**src/rtl/mrs_pkg.sv**
```systemverilog
package mrs_pkg;
  localparam int ADDR_W = 18;

  // Bit 5 down to bit 0 of the configuration word.
  typedef struct packed {
    logic bg_mirr_dis;
    logic bg1_pass;
    logic a17_pass;
    logic bside_inv;
    logic mirr_en;
    logic stagger;
  } mrs_cfg_t;

  typedef struct packed {
    logic [ADDR_W-1:0] addr;
    logic [1:0]        ba;
    logic [1:0]        bg;
  } mrs_bits_t;

  // Address bits flipped on B-side beats: 3..9, 11, 13, 17.
  localparam logic [ADDR_W-1:0] BSIDE_ADDR_FLIP = 18'h22BF8;
endpackage

```
**src/rtl/mrs_cfg_reg.sv**
```systemverilog
module mrs_cfg_reg
  import mrs_pkg::*;
(
  input  logic     clk,
  input  logic     rst_n,
  input  logic     hold,
  input  logic     we,
  input  logic [5:0] wdata,
  output mrs_cfg_t cfg
);
  mrs_cfg_t cfg_q, cfg_d;

  always_comb begin
    cfg_d = cfg_q;
    if (hold && we) cfg_d = mrs_cfg_t'(wdata);
  end

  always_ff @(posedge clk or negedge rst_n) begin
    if (!rst_n) cfg_q <= '0;
    else        cfg_q <= cfg_d;
  end

  assign cfg = cfg_q;

  assert_cfg_frozen_R2: assert property (@(posedge clk) disable iff (!rst_n)
    !hold |=> $stable(cfg_q));
endmodule

```
**src/rtl/mrs_addr_xform.sv**
```systemverilog
module mrs_addr_xform
  import mrs_pkg::*;
(
  input  logic      mirr_en,
  input  logic      bg_mirr_dis,
  input  logic      a17_pass,
  input  logic      bg1_pass,
  input  logic      odd_rank,
  input  logic      bside,
  input  mrs_bits_t din,
  output mrs_bits_t dout
);
  mrs_bits_t mir, inv;
  logic      do_mirr;

  assign do_mirr = mirr_en && odd_rank;

  // Step 1: pair swaps on mirrored ranks.
  always_comb begin
    mir = din;
    if (do_mirr) begin
      mir.addr[3]  = din.addr[4];
      mir.addr[4]  = din.addr[3];
      mir.addr[5]  = din.addr[6];
      mir.addr[6]  = din.addr[5];
      mir.addr[7]  = din.addr[8];
      mir.addr[8]  = din.addr[7];
      mir.addr[11] = din.addr[13];
      mir.addr[13] = din.addr[11];
      mir.ba       = {din.ba[0], din.ba[1]};
      if (!bg_mirr_dis) mir.bg = {din.bg[0], din.bg[1]};
    end
  end

  // Step 2: B-side inversion.
  always_comb begin
    inv = mir;
    if (bside) begin
      inv.addr = mir.addr ^ BSIDE_ADDR_FLIP;
      inv.ba   = ~mir.ba;
      inv.bg   = ~mir.bg;
    end
  end

  // Step 3: clear reserved bits; the reserved bank-group bit follows the swap.
  always_comb begin
    dout = inv;
    if (!a17_pass) dout.addr[17] = 1'b0;
    if (!bg1_pass) begin
      if (do_mirr && !bg_mirr_dis) dout.bg[0] = 1'b0;
      else                         dout.bg[1] = 1'b0;
    end
  end
endmodule

```
**src/rtl/mrs_beat_seq.sv**
```systemverilog
module mrs_beat_seq #(
  parameter int NRANK = 4
) (
  input  logic             clk,
  input  logic             rst_n,
  input  logic             hold,
  input  logic             stagger,
  input  logic             bside_inv,
  input  logic             req_valid,
  output logic             req_ready,
  input  logic [NRANK-1:0] req_ranks,
  output logic             cmd_valid,
  input  logic             cmd_ready,
  output logic [NRANK-1:0] cmd_cs,
  output logic             cmd_bside,
  output logic             odd_rank
);
  localparam int RIDX_W = (NRANK > 1) ? $clog2(NRANK) : 1;

  logic             busy_q, busy_d;
  logic             side_q, side_d;
  logic [NRANK-1:0] rem_q, rem_d;
  logic [NRANK-1:0] low_oh;
  logic [RIDX_W-1:0] low_idx;

  assign low_oh = rem_q & (~rem_q + 1'b1);

  always_comb begin
    low_idx = '0;
    for (int i = NRANK - 1; i >= 0; i--) begin
      if (rem_q[i]) low_idx = RIDX_W'(i);
    end
  end

  assign cmd_valid = busy_q;
  assign req_ready = !busy_q && !hold;
  assign cmd_cs    = stagger ? low_oh : rem_q;
  assign cmd_bside = side_q;
  assign odd_rank  = stagger && low_idx[0];

  always_comb begin
    busy_d = busy_q;
    side_d = side_q;
    rem_d  = rem_q;
    if (hold) begin
      busy_d = 1'b0;
      side_d = 1'b0;
      rem_d  = '0;
    end else if (!busy_q) begin
      if (req_valid) begin
        rem_d  = req_ranks;
        busy_d = |req_ranks;
        side_d = 1'b0;
      end
    end else if (cmd_ready) begin
      if (bside_inv && !side_q) begin
        side_d = 1'b1;
      end else begin
        side_d = 1'b0;
        rem_d  = stagger ? (rem_q & ~low_oh) : '0;
        busy_d = |rem_d;
      end
    end
  end

  always_ff @(posedge clk or negedge rst_n) begin
    if (!rst_n) begin
      busy_q <= 1'b0;
      side_q <= 1'b0;
      rem_q  <= '0;
    end else begin
      busy_q <= busy_d;
      side_q <= side_d;
      rem_q  <= rem_d;
    end
  end

  assert_cs_onehot_R4: assert property (@(posedge clk) disable iff (!rst_n)
    cmd_valid && stagger |-> $onehot(cmd_cs));
  assert_bside_only_inv_R5: assert property (@(posedge clk) disable iff (!rst_n)
    cmd_valid && cmd_bside |-> bside_inv);
  assert_hold_quiet_R3: assert property (@(posedge clk) disable iff (!rst_n)
    hold |=> !cmd_valid);
  assert_ready_drops_R10: assert property (@(posedge clk) disable iff (!rst_n)
    req_valid && req_ready && (|req_ranks) |=> !req_ready);
  assert_stall_stable_R11: assert property (@(posedge clk) disable iff (!rst_n)
    cmd_valid && !cmd_ready && !hold |=>
      cmd_valid && $stable(cmd_cs) && $stable(cmd_bside));
endmodule

```
**src/rtl/mrs_expander.sv**
```systemverilog
module mrs_expander
  import mrs_pkg::*;
#(
  parameter int NRANK = 4,
  parameter int MR_W  = 3
) (
  input  logic              clk,
  input  logic              rst_n,
  input  logic              ctl_hold,
  input  logic              cfg_we,
  input  logic [5:0]        cfg_wdata,
  input  logic              req_valid,
  output logic              req_ready,
  input  logic [MR_W-1:0]   req_mr,
  input  logic [ADDR_W-1:0] req_addr,
  input  logic [1:0]        req_ba,
  input  logic [1:0]        req_bg,
  input  logic [NRANK-1:0]  req_ranks,
  output logic              cmd_valid,
  input  logic              cmd_ready,
  output logic [NRANK-1:0]  cmd_cs,
  output logic              cmd_bside,
  output logic [MR_W-1:0]   cmd_mr,
  output logic [ADDR_W-1:0] cmd_addr,
  output logic [1:0]        cmd_ba,
  output logic [1:0]        cmd_bg
);
  // Asynchronous assert, synchronous release.
  logic [1:0] rsync_q;
  logic       rst_ni;

  always_ff @(posedge clk or negedge rst_n) begin
    if (!rst_n) rsync_q <= '0;
    else        rsync_q <= {rsync_q[0], 1'b1};
  end
  assign rst_ni = rsync_q[1];

  mrs_cfg_t  cfg;
  mrs_bits_t pay_q, pay_d, xout;
  logic [MR_W-1:0] mr_q, mr_d;
  logic      accept, odd_rank;

  mrs_cfg_reg u_cfg (
    .clk   (clk),
    .rst_n (rst_ni),
    .hold  (ctl_hold),
    .we    (cfg_we),
    .wdata (cfg_wdata),
    .cfg   (cfg)
  );

  mrs_beat_seq #(.NRANK(NRANK)) u_seq (
    .clk       (clk),
    .rst_n     (rst_ni),
    .hold      (ctl_hold),
    .stagger   (cfg.stagger),
    .bside_inv (cfg.bside_inv),
    .req_valid (req_valid),
    .req_ready (req_ready),
    .req_ranks (req_ranks),
    .cmd_valid (cmd_valid),
    .cmd_ready (cmd_ready),
    .cmd_cs    (cmd_cs),
    .cmd_bside (cmd_bside),
    .odd_rank  (odd_rank)
  );

  assign accept = req_valid && req_ready;

  always_comb begin
    pay_d = pay_q;
    mr_d  = mr_q;
    if (accept) begin
      pay_d = '{addr: req_addr, ba: req_ba, bg: req_bg};
      mr_d  = req_mr;
    end
  end

  always_ff @(posedge clk or negedge rst_ni) begin
    if (!rst_ni) begin
      pay_q <= '0;
      mr_q  <= '0;
    end else begin
      pay_q <= pay_d;
      mr_q  <= mr_d;
    end
  end

  mrs_addr_xform u_xform (
    .mirr_en     (cfg.mirr_en),
    .bg_mirr_dis (cfg.bg_mirr_dis),
    .a17_pass    (cfg.a17_pass),
    .bg1_pass    (cfg.bg1_pass),
    .odd_rank    (odd_rank),
    .bside       (cmd_bside),
    .din         (pay_q),
    .dout        (xout)
  );

  assign cmd_mr   = mr_q;
  assign cmd_addr = xout.addr;
  assign cmd_ba   = xout.ba;
  assign cmd_bg   = xout.bg;

  assert_a17_clear_R8: assert property (@(posedge clk) disable iff (!rst_ni)
    cmd_valid && !cfg.a17_pass |-> cmd_addr[17] == 1'b0);
  assert_payload_hold_R13: assert property (@(posedge clk) disable iff (!rst_ni)
    cmd_valid && !cmd_ready && !ctl_hold |=> $stable(cmd_addr) && $stable(cmd_mr));
endmodule

```
**config.mk**
```make
export PLATFORM = sky130hd
export DESIGN_NAME = mrs_expander
export DESIGN_NICKNAME = d
export VERILOG_FILES = /design/src/rtl/mrs_pkg.sv /design/src/rtl/mrs_cfg_reg.sv /design/src/rtl/mrs_addr_xform.sv /design/src/rtl/mrs_beat_seq.sv /design/src/rtl/mrs_expander.sv
export SDC_FILE = /design/constraint.sdc
export NUM_CORES = 1
export LEC_CHECK = 0
export BUFFER_PORTS_ARGS = -buffer_cell sky130_fd_sc_hd__buf_2
export CORE_MARGIN = 3
export CORE_UTILIZATION = 50
export CTS_CLUSTER_SIZE = 12
export DETAILED_ROUTE_END_ITERATION = 8
export MAX_ROUTING_LAYER = met4
export PLACE_DENSITY = 0.8
export SETUP_SLACK_MARGIN = 0.3
export SLEW_MARGIN = 5
export SYNTH_ARGS = -nofsm -noshare
export SYNTH_HDL_FRONTEND = slang
export SYNTH_SLANG_ARGS = --single-unit
```
**constraint.sdc**
```tcl
create_clock -name clk -period 2.1 [get_ports clk]
set_clock_uncertainty 0.15 [all_clocks]
set_input_delay 0.42 -clock clk [delete_from_list [all_inputs] [get_ports clk]]
set_output_delay 0.42 -clock clk [all_outputs]
set_load 0.005 [all_outputs]
```
# Yosys cells after proc, flatten, opt, wreduce, memory -nomap -nowiden
# Index checks and enable logic that the tools add are counted.
# classes
addsub	1
n_eq_ne	2
mux	31
bitwise	7
reduce_logical	16
# ops
cell	n
$mux 4	8
$mux 22	1
$mux 1	19
$not 10->10	1
$and 4x4->4	2
$not 4->4	2
$reduce_or 4->1	2
$logic_and 1x1->1	7
$mux 6	1
$ne 3x3->1 const B	2
$add 4x1->4 const B	1
$logic_not 1->1	4
$mux 2	2
$not 2->2	2
$reduce_and 3->1	1
$reduce_bool 3->1	1
$reduce_and 2->1	1
# totals
regBits	39
in_bits	41
output_inout_bits	32
wordCells	71

# Longest topological paths before layout
# depth
depth_word	11
ltp_mapped	7
ltp_nobuf	4

# Cells and area by module
# A second synthesis with hierarchy kept.
# unflattened
cells_unflattened	155
hier_area_um2	2094.5
# modules_own_cells
module	n_inst	cells_each	area_per_inst_um2	seq_area_each_um2
mrs_expander	1	56	1064.8	675.6
mrs_beat_seq	1	40	407.9	150.1
mrs_addr_xform	1	46	370.4	0.0
mrs_cfg_reg	1	13	251.5	150.1

# Least setup slack after synthesis
# Ideal clock, no wire load.
# synth_timing
path_type	reg-to-output
from	register u_seq.rem_q[3]
to	output port cmd_addr[11]
arrival_ns	1.288
required_time_ns	1.530
setup_slack_ns	0.242
path_stages_with_launch	6
path_buffers	1
cell_sequence	dfrtp_1 > nor2b_4 > o2111ai_4 > buf_8 > mux2i_1 > xnor2_1
# synth_via
elab_chain_cells	9
# synth_rtl
item	line	rtl
start: declaration	mrs_beat_seq.sv:22	logic [NRANK-1:0] rem_q, rem_d;
start signal: assignment	mrs_beat_seq.sv:74	rem_q <= rem_d;
$mux 1 * (4 in series)	mrs_beat_seq.sv:31	if (rem_q[i]) low_idx = RIDX_W'(i);
$logic_and 1x1->1 *	mrs_beat_seq.sv:39	assign odd_rank = stagger && low_idx[0];
$logic_and 1x1->1 *	mrs_addr_xform.sv:16	assign do_mirr = mirr_en && odd_rank;
$mux 1 *	mrs_addr_xform.sv:21	if (do_mirr) begin
$not 10->10 (no line)	-	
$mux 22 *	mrs_addr_xform.sv:38	if (bside) begin
end: declaration	mrs_expander.sv:24	output logic [ADDR_W-1:0] cmd_addr,
# Mark *: on every way between the ends. The rest lies on a longest branch, timed or not.

# Final worst setup path
# layout_timing
from	register u_seq.rem_q[3]
to	output port cmd_ba[0]
# layout_via
elab_chain_cells	9
# layout_rtl
item	line	rtl
$mux 1 * (4 in series)	mrs_beat_seq.sv:31	
$logic_and 1x1->1 *	mrs_beat_seq.sv:39	
$logic_and 1x1->1 *	mrs_addr_xform.sv:16	
$mux 4 *	mrs_addr_xform.sv:21	
$not 2->2	mrs_addr_xform.sv:40	inv.ba = ~mir.ba;
$mux 22 *	mrs_addr_xform.sv:38	
end: declaration	mrs_expander.sv:25	output logic [1:0] cmd_ba,
# Marked as above.

==> results.md <==
- TritonCTS clock tree: done
- Vias in the first global route: 1471
- Max-slew violation count: 0
- Initial antenna violation count: 0
- Htree depth: 2
- NetSw: 607 uW
- Worst path slowest cell: dfrtp_1
- Area share of the largest cell type after synthesis: 46.4%
- Sequential cell area fraction in the yosys report: 46.4%
- Global route overflow: 0
- Final cell count without fillers: 285
- Pin count of the biggest net entering global routing: 20
- WP buf/inv: 2
- Yosys top cell by area: dfrtp_1
- Number of port buffers: 72
- Mapped Nets: 201
- Via count: 1462
- Die width: 70.9 um
- Status: complete, but fails checks
- Most frequent cell after synthesis: dfrtp_1
- Met2 routed WL: 2220 um
- Comb power frac: 26.9%
- Met3 wire length: 257 um
- RSZ-0062 raised after global routing: true
- Nets: 277
- Sw Share: 27.0%
- Via density: 5.13
- Final WS setup: -164 ps
- Residual DRC: 0
- RD Place Congestion: 0.870
- Yosys cell types: 40
- Crit path cell chain: nor2b_4, o2111ai_4, buf_12, mux2i_1, xnor2_1, buf_2
- Fin util: 68.7%
- Max Fclk: 442 MHz
- Synth-to-Final Area Change: 25.7%
- Total of warnings raised by yosys: 0
- Mapped Area: 0.00210 sq mm
- Setup crit end kind: output pin
- Clock sinks: 39
- Sequential Power Share: 43.5%
- #FFs+latches synth: 39
- Initial Util: 54.6%
- Synth area leaders: dfrtp_1 46%, mux2_4 14%, mux2_2 6.4%, mux2i_1 5.7%, xnor2_1 4.2%
- CP required: 1530 ps
- Final hold vios: 0
- GRT Total Usage: 18.4%
- Clock Pin Slew Worst Setup and Hold Paths: 80 ps
- Hold WC Path Type: reg -> async
- Die area: 0.00502 sq mm
- Ys async rst share: 100%
- Site Rows: 22
- Wirelength per Cell: 15.2 um
- ANT nets after route: 0
- Cells after Synth: 160
- Minimum clock period: 2260 ps
- WS Path Type: reg -> out
- Top Metal Used: met4
- Diode count: 0
- Drt pass-1 iters: 4
- Final setup fails: 12
- Wl on met1: 1810 um
- Int Power: 1640 uW
- Cell count after placement: 274
- CP top delay family: flip-flops
- First-pass GRT wire length: 7060 um
- Crit path largest cell delay: 380 ps
- Number of synthesized flops with an enable pin: 0
- Die height: 70.9 um
- Leak Pwr: 0.00132 uW
- Fraction of layout cells with a size suffix above 1: 57.8%
- Final worst path period share: 108%
- Pwr dens: 849 mW/mm^2
- Peak supply drop: 570 uV
- Clk pwr share: 29.6%
- Syn avg cell area: 13.2 sq um
- Failing checks: negative setup slack
- Most frequent cells after synthesis: 39 x dfrtp_1, 19 x mux2_4, 12 x mux2_2, 12 x mux2i_1
- Routed wire length: 4340 um
- Post-DP Area: 0.00247 sq mm
- CTS Buf Count: 5
- Clk buf depth: 2
- Io pins: 73
- Placed wire-length estimate: 3310 um
- Initial drt markers: 81
- Root buffer cell: clkbuf_8
- Design area: 0.00265 sq mm
- Ys flop type: dfrtp_1
- Worst Setup Start Kind: flop
- Core area: 0.00385 sq mm
- Worst skew pair latency: 290 ps
- Max Cap Violations: 0
- Worst-path maximum fanout: 12
- Crit path DAT: 1690 ps
final cells by class:
class / instances / area [sq um]
timing repair buffer: 85 / 477
multi-input combinational: 101 / 993
clock inverter: 2 / 38.8
inverter: 4 / 15.0
fill: 297 / 1210
sequential: 39 / 980
tap: 48 / 60.1
clock buffer: 6 / 82.6
sequential cells by signal, indices dropped and copies added, names as in the netlist:
| register | count |
|---|---|
| pay_q | 22 |
| u_cfg.cfg | 6 |
| u_seq.rem_q | 4 |
| cmd_mr | 3 |
| rsync_q | 2 |
| u_seq.cmd_bside | 1 |
| u_seq.cmd_valid | 1 |
what timing repair did:
item | in CTS | in global routing
gates resized for setup | 10 | 1
pin swaps | 1 | 1
buffers inserted | 2 | 0
hold buffers | 1 | 0
setup endpoints to repair | 15 | 16
hold endpoints to repair | 2 | 0
per-stage QoR:
| step | power [uW] | hold WS, ps | TNS (ps) | setup WS (ps) |
|---|---|---|---|---|
| 6_report | 2250 | 76.0 | -1630 | -164 |
| 5_1_grt | 2370 | 106 | -2700 | -262 |
| 4_1_cts | 2270 | 87.1 | -1850 | -181 |
| 3_5_place_dp | 1580 | 57.9 | 0 | 110 |
| 3_3_place_gp | 1560 | 57.3 | 0 | 160 |
| 2_1_floorplan | 1390 | -25.6 | 0 | 242 |
cells in the final DEF, fill, tap and decap left out, drive strengths merged:
master and n:
maj3 1, nand2b 2, dfrtp 39, bufinv 1
clkbuf 6, nand4 1, buf 84, or4 1
a311o 1, o2bb2ai 1, o22ai 1, and2 4
a32o 2, o221ai 1, conb 1, nand3 1
nand3b 2, xnor2 10, o21ai 5, and3 1
inv 5, a211o 1, o311ai 1, o2111ai 1
nor2b 3, xor2 2, nor4bb 1, a21oi 3
nand2 6, nor2 3, nor3 2, mux2i 12
mux2 31, dlygate4sd3 1
power by group through the flow:
| stage | clock network (uW) | registers [uW] | logic, uW |
|---|---|---|---|
| 3_5_place_dp | 0 | 987 | 595 |
| 2_1_floorplan | 0 | 973 | 413 |
| 5_1_grt | 710 | 995 | 663 |
| 6_report | 664 | 977 | 605 |
| 3_3_place_gp | 0 | 979 | 579 |
| 4_1_cts | 678 | 977 | 614 |
routing by layer:
metal	vias to the layer above	global-route usage (%)
met3	6	4.97
li1	709	-
met1	698	23.0
met4	0	5.43
met5	-	-
met2	49	29.5
worst paths after layout:
kind,from,depth (start not counted),end,slack (ps)
setup / recovery,u_seq.rem_q[3],6,cmd_ba[0],-160
hold / removal,rsync_q[1],1,pay_q[19],80
setup reg to reg,u_seq.cmd_valid,4,pay_q[3],450
hold reg to reg,rsync_q[1],1,pay_q[19],80
max in group asynchronous,rst_n,2,rsync_q[1],1420
min in group clk,req_addr[17],2,pay_q[21],200
logic make-up (layout without fill, tap and decap cells):
group	Yosys count	after routing	share of synthesized area (%)
buffers and inverters	20	97	7.37
DFF	39	39	46.4
xor gates and xnor gates	12	12	4.99
adders and majority gates	1	1	0.476
and+or+nand+nor	27	27	8.38
AOI/OAI and AO/OA	17	17	6.54
muxes	43	43	25.7
other	1	1	0.178
Note: power is estimated with default switching activity, not from simulation.
